==> config.mk <==
export PLATFORM = sky130hd
export DESIGN_NAME = priv_sp_ctrl
export DESIGN_NICKNAME = d
export VERILOG_FILES = /design/src/rtl/priv_pkg.sv /design/src/rtl/priv_nest_ctr.sv /design/src/rtl/priv_ctrl_reg.sv /design/src/rtl/priv_sp_bank.sv /design/src/rtl/priv_sp_ctrl.sv
export SDC_FILE = /design/constraint.sdc
export NUM_CORES = 1
export LEC_CHECK = 0
export CAP_MARGIN = 20
export CORE_MARGIN = 8
export CORE_UTILIZATION = 30
export CTS_BUF_LIST = sky130_fd_sc_hd__clkbuf_4 sky130_fd_sc_hd__clkbuf_8
export DETAILED_ROUTE_END_ITERATION = 6
export GPL_TIMING_DRIVEN = 0
export PLACE_DENSITY = 0.65
export SYNTH_ARGS = -nofsm -noshare
export SYNTH_HDL_FRONTEND = slang
export SYNTH_SLANG_ARGS = --single-unit
==> constraint.sdc <==
create_clock -name clk -period 4.16 [get_ports clk]
set_clock_uncertainty 0.05 [all_clocks]
set_input_delay 0.624 -clock clk [delete_from_list [all_inputs] [get_ports clk]]
set_output_delay 0.624 -clock clk [all_outputs]
set_load 0.01 [all_outputs]
==> src/rtl/priv_pkg.sv <==
package priv_pkg;
  typedef struct packed {
    logic spsel;
    logic npriv;
  } ctrl_t;

  localparam int unsigned NUM_SP  = 2;
  localparam int unsigned SP_MAIN = 0;
  localparam int unsigned SP_PROC = 1;
endpackage

==> src/rtl/priv_nest_ctr.sv <==
module priv_nest_ctr #(
  parameter int unsigned MAX_NEST = 7,
  localparam int unsigned DEPTH_W = $clog2(MAX_NEST + 1)
) (
  input  logic               clk,
  input  logic               rst_n,
  input  logic               exc_entry,
  input  logic               exc_return,
  output logic [DEPTH_W-1:0] depth,
  output logic               in_handler
);
  localparam logic [DEPTH_W-1:0] DEPTH_MAX = DEPTH_W'(MAX_NEST);

  always_ff @(posedge clk) begin
    if (!rst_n) begin
      depth <= '0;
    end else if (exc_entry) begin
      if (depth != DEPTH_MAX) depth <= depth + 1'b1;
    end else if (exc_return && depth != '0) begin
      depth <= depth - 1'b1;
    end
  end

  assign in_handler = (depth != '0);

  p_entry_handler_r8: assert property (@(posedge clk) disable iff (!rst_n)
    exc_entry |=> in_handler);

  p_last_return_r9: assert property (@(posedge clk) disable iff (!rst_n)
    (exc_return && !exc_entry && depth == DEPTH_W'(1)) |=> !in_handler);

  p_saturate_r8: assert property (@(posedge clk) disable iff (!rst_n)
    (exc_entry && depth == DEPTH_MAX) |=> $stable(depth));
endmodule

==> src/rtl/priv_ctrl_reg.sv <==
module priv_ctrl_reg
  import priv_pkg::*;
(
  input  logic  clk,
  input  logic  rst_n,
  input  logic  in_handler,
  input  logic  strobe_busy,
  input  logic  wr_en,
  input  ctrl_t wr_data,
  output ctrl_t ctrl_q,
  output logic  priv_user,
  output logic  illegal_q
);
  logic user_lvl;
  logic accept;
  logic raise_try;

  assign user_lvl  = !in_handler && ctrl_q.npriv;
  assign accept    = wr_en && !strobe_busy && !user_lvl;
  assign raise_try = wr_en && user_lvl && !wr_data.npriv;

  always_ff @(posedge clk) begin
    if (!rst_n) begin
      ctrl_q    <= '0;
      illegal_q <= 1'b0;
    end else begin
      illegal_q <= raise_try;
      if (accept) ctrl_q <= wr_data;
    end
  end

  assign priv_user = user_lvl;

  p_user_ignored_r6: assert property (@(posedge clk) disable iff (!rst_n)
    (wr_en && !in_handler && ctrl_q.npriv) |=> $stable(ctrl_q));

  p_illegal_src_r7: assert property (@(posedge clk) disable iff (!rst_n)
    illegal_q |-> $past(wr_en));

  p_handler_priv_r4: assert property (@(posedge clk) disable iff (!rst_n)
    in_handler |-> !priv_user);
endmodule

==> src/rtl/priv_sp_bank.sv <==
module priv_sp_bank
  import priv_pkg::*;
#(
  parameter int unsigned SP_W       = 32,
  parameter int unsigned ALIGN_BITS = 2,
  localparam logic [SP_W-1:0] ALIGN_MASK = ~SP_W'((1 << ALIGN_BITS) - 1)
) (
  input  logic            clk,
  input  logic            rst_n,
  input  logic            sel_proc,
  input  logic            wr_en,
  input  logic [SP_W-1:0] wr_data,
  output logic [SP_W-1:0] active
);
  logic [SP_W-1:0] sp_q [NUM_SP];

  for (genvar i = 0; i < NUM_SP; i++) begin : g_bank
    logic hit;
    assign hit = wr_en && (sel_proc == (i == SP_PROC));
    always_ff @(posedge clk) begin
      if (!rst_n)   sp_q[i] <= '0;
      else if (hit) sp_q[i] <= wr_data & ALIGN_MASK;
    end
  end

  assign active = sel_proc ? sp_q[SP_PROC] : sp_q[SP_MAIN];

  p_align_r2: assert property (@(posedge clk) disable iff (!rst_n)
    active[ALIGN_BITS-1:0] == '0);

  p_other_kept_r3: assert property (@(posedge clk) disable iff (!rst_n)
    (wr_en && !sel_proc) |=> $stable(sp_q[SP_PROC]));
endmodule

==> src/rtl/priv_sp_ctrl.sv <==
module priv_sp_ctrl
  import priv_pkg::*;
#(
  parameter int unsigned SP_W     = 32,
  parameter int unsigned MAX_NEST = 7
) (
  input  logic            clk,
  input  logic            rst_n,
  input  logic            exc_entry,
  input  logic            exc_return,
  input  logic            ctrl_wr_en,
  input  logic [1:0]      ctrl_wr_data,
  input  logic            sp_wr_en,
  input  logic [SP_W-1:0] sp_wr_data,
  output logic            mode_handler,
  output logic            priv_user,
  output logic [1:0]      ctrl_o,
  output logic            sp_is_proc,
  output logic [SP_W-1:0] sp_active,
  output logic            illegal_wr
);
  localparam int unsigned DEPTH_W = $clog2(MAX_NEST + 1);

  logic [DEPTH_W-1:0] depth;
  logic               in_handler;
  ctrl_t              ctrl_q;

  priv_nest_ctr #(.MAX_NEST(MAX_NEST)) u_nest (
    .clk        (clk),
    .rst_n      (rst_n),
    .exc_entry  (exc_entry),
    .exc_return (exc_return),
    .depth      (depth),
    .in_handler (in_handler)
  );

  priv_ctrl_reg u_ctrl (
    .clk         (clk),
    .rst_n       (rst_n),
    .in_handler  (in_handler),
    .strobe_busy (exc_entry || exc_return),
    .wr_en       (ctrl_wr_en),
    .wr_data     (ctrl_t'(ctrl_wr_data)),
    .ctrl_q      (ctrl_q),
    .priv_user   (priv_user),
    .illegal_q   (illegal_wr)
  );

  assign sp_is_proc = !in_handler && ctrl_q.spsel;

  priv_sp_bank #(.SP_W(SP_W), .ALIGN_BITS(2)) u_sp (
    .clk      (clk),
    .rst_n    (rst_n),
    .sel_proc (sp_is_proc),
    .wr_en    (sp_wr_en),
    .wr_data  (sp_wr_data),
    .active   (sp_active)
  );

  assign mode_handler = in_handler;
  assign ctrl_o       = ctrl_q;

  p_handler_main_r4: assert property (@(posedge clk) disable iff (!rst_n)
    mode_handler |-> !sp_is_proc);

  p_entry_priv_r8: assert property (@(posedge clk) disable iff (!rst_n)
    exc_entry |=> (mode_handler && !priv_user));
endmodule

==> impl_metrics.py <==
metrics = {
    "setup_path": {
        "path_class": "flip-flop to primary output",
        "required_ns": 3.49,
        "cp.arrival_ns": 2.61,
        "worst_setup_path_start_kind": "flip-flop",
        "end_kind": "primary output",
        "worst-path-max-fanout": 10,
        "reg2reg_depth": 5,
    },
    "synthesis": {
        "yosys.area_share.simple_pct": 17.42,
        "synth_area_sq_um": 3009,
        "yosysWarningCount": 0,
        "ys_types": 36,
        "ys.flop_type": "edfxtp_1",
        "synth-edff-count": 60,
        "synth-compound-area-share_pct": 3.617,
        "synthAdderAreaFrac_pct": 0.6653,
        "yosysSeqAreaShare_pct": 63.87,
        "synth_mux_area_share_pct": 11.23,
        "syn_inst": 212,
        "synth_xor_xnor_area_share_pct": 0,
        "ys_seq_elements": 66,
        "synthArstFlopShare_pct": 0,
        "synth_top_family_by_area": "simple AND/OR/NAND/NOR gates",
        "avgSynthCellArea_sq_um": 14.19,
    },
    "route": {
        "drt_iter0_drc": 64,
        "drc": 0,
        "via_count": 1914,
        "wl_per_cell_microns": 15.13,
        "finalWirelength_microns": 6596,
        "post_drt_via_cell_ratio": 4.390,
        "drt_pre_antenna_iters": 4,
        "antenna_left": 0,
    },
    "clock_network": {
        "cts.repair.resized": 0,
        "cts.path.max_buffers": 2,
        "numCtsBuffers": 9,
        "htreeDepth": 3,
        "clk_latency_ns": 0.33,
        "post_cts_buffers": 0,
        "cts_tree": "yes",
        "cts_hold_buf": 0,
        "clkTransAtPathRegs_ns": 0.07,
        "cts_root_buf": "clkbuf_8",
        "cts_sinks": 66,
    },
    "layout": {
        "antenna_cells": 0,
        "layout.nets": 339,
        "drive_gt1_share_pct": 20.13,
        "fin_cells": 436,
        "syn_to_final_growth_pct": 38.54,
        "fill_cells": 926,
        "multi_input_area_sq_um": 1012,
        "regArea_sq_um": 1922,
    },
    "flow_run": {
        "cap_violations": 0,
    },
    "grt": {
        "overflow": 0,
        "antenna_found_initial": 0,
        "grt_max_degree": 31,
        "grt_pass1_wl_microns": 10260,
        "grt_util_all_layers_pct": 10.33,
        "first_global_vias": 2065,
    },
    "place": {
        "port_buffers": 73,
        "hpwl_microns": 4539,
        "dp_cells": 420,
        "place.gp.congestion": 0.7322,
    },
    "timing": {
        "period_minus_slack_ns": 3.282,
        "final_max_slew_viol_count": 0,
        "rsz0062_at_grt": "false",
        "worst_pin_slew_ns": 0.7952,
        "max_freq_mhz": 304.7,
        "hold_ws_ns": 0.4920,
        "finalSetupViolCount": 0,
        "hold_viol_final": 0,
        "max_slew_margin_pct": 46.80,
        "period_share_pct": 78.89,
    },
    "floorplanning": {
        "die_area_sq_um": 13490,
        "io_pins": 78,
        "coreArea_sq_um": 9774,
        "rows": 36,
        "start_util_pct": 30.79,
        "die_h_microns": 116.2,
        "die_x_microns": 116.2,
    },
    "run_status": {
        "status": "completed",
    },
    "hold_path": {
        "holdPathStages": 2,
        "holdCritPathClass": "flip-flop to flip-flop",
    },
    "power": {
        "ir_drop_mv": 0.1262,
        "p_per_area_nw_per_um2": 386.7,
        "cellLeakagePower_nw": 1.586,
    },
}
[stage by stage]
| step | worst slack (ns) | cell area (sq um) | TNS [ns] | power, W | utilization, % |
|---|---|---|---|---|---|
| 6_report | 0.8782 | 4169 | 0 | 0.001612 | 42.65 |
| 5_1_grt | 0.7015 | 4169 | 0 | 0.001684 | 42.65 |
| 4_1_cts | 0.8350 | 4169 | 0 | 0.001634 | 42.65 |
| 3_5_place_dp | 1.211 | 3951 | 0 | 0.001045 | 40.43 |
| 3_3_place_gp | -1.220 | 3910 | -36.55 | 0.001036 | 40.00 |
| 2_1_floorplan | 0.6005 | 3013 | 0 | 0.0009127 | - |
[critical path, cell delays in order, from the launching register on]
cell and delay (ns):
dfxtp_1 0.32, clkbuf_1 0.21, nor4b_4 0.57, buf_4 0.32
mux2_2 0.37, clkdlybuf4s50_1 0.48
[report_power, final]
part | switching (W) | leakage, nW | internal, W
clock | 0.000237 | 0.114 | 0.000350
combinational | 0.000108 | 0.782 | 0.000142
sequential | 0.0000104 | 0.689 | 0.000766
total | 0.000355 | 1.59 | 0.00126
[registers in the layout, summed over array words and instances (netlist names)]
signal	count
u_ctrl.illegal_q	1
u_ctrl.ctrl_q	2
u_sp.sp_q	60
u_nest.depth	3
[synthesized netlist by cell type (2+ instances only)]
| cell type | instances | area share, % |
|---|---|---|
| buf_4 | 5 | 1.2 |
| mux2_2 | 30 | 11 |
| inv_1 | 2 | 0.25 |
| nand2_1 | 5 | 0.62 |
| o21ai_0 | 4 | 0.67 |
| and2_1 | 61 | 13 |
| dfxtp_1 | 6 | 4.0 |
| clkbuf_1 | 6 | 0.75 |
| edfxtp_1 | 60 | 60 |
| nor2b_1 | 2 | 0.42 |
| or3_1 | 2 | 0.42 |
| buf_2 | 5 | 0.83 |
[placed cells by master, fill, tap and decap left out, drive strengths merged, types with 2 or more instances in the layout]
| cell | synthesis | layout |
|---|---|---|
| dfxtp | 6 | 6 |
| bufinv | 0 | 2 |
| nor4b | 2 | 2 |
| o21ai | 4 | 4 |
| or3 | 2 | 2 |
| conb | 1 | 2 |
| inv | 2 | 2 |
| buf | 10 | 11 |
| mux2 | 30 | 30 |
| clkdlybuf4s50 | 0 | 73 |
| clkbuf | 6 | 17 |
| edfxtp | 60 | 60 |
| and2 | 61 | 61 |
| nor2b | 2 | 2 |
| clkinv | 0 | 3 |
| nand2 | 5 | 5 |
[cell families after synthesis]
family,Yosys count
simple gates,81
flops,66
mux,30
buf+inv,18
compound gates,15
fa+ha+maj,1
other cells,1
[worst paths after layout]
kind,slack (ns),from,endpoint
min,0.49,u_ctrl.ctrl_q[1],u_ctrl.ctrl_q[1]
max,0.88,u_nest.depth[1],sp_active[24]
min reg2reg,0.49,u_ctrl.ctrl_q[1],u_ctrl.ctrl_q[1]
max reg2reg,1.63,u_nest.depth[1],u_sp.sp_q[1][15]
[metal layers]
layer / global-route usage [%] / part of all wire, % / vias up
met2: 17.50 / 50 / 59
met3: 3.568 / 6.1 / 7
met1: 11.18 / 42 / 921
met5: 0 / 0 / -
li1: - / - / 927
met4: 5.532 / 1.9 / 0
[final cells by class]
class                      count  area share [%]
inverter                       2          0.1801
clock inverter                 5           1.891
buffer                        16           2.041
timing repair buffer          74           18.19
tap                          133           3.992
multi-input combinational    129           24.28
clock buffer                  11           3.331
sequential                    66           46.10
Power figures use the tool's default switching activity.
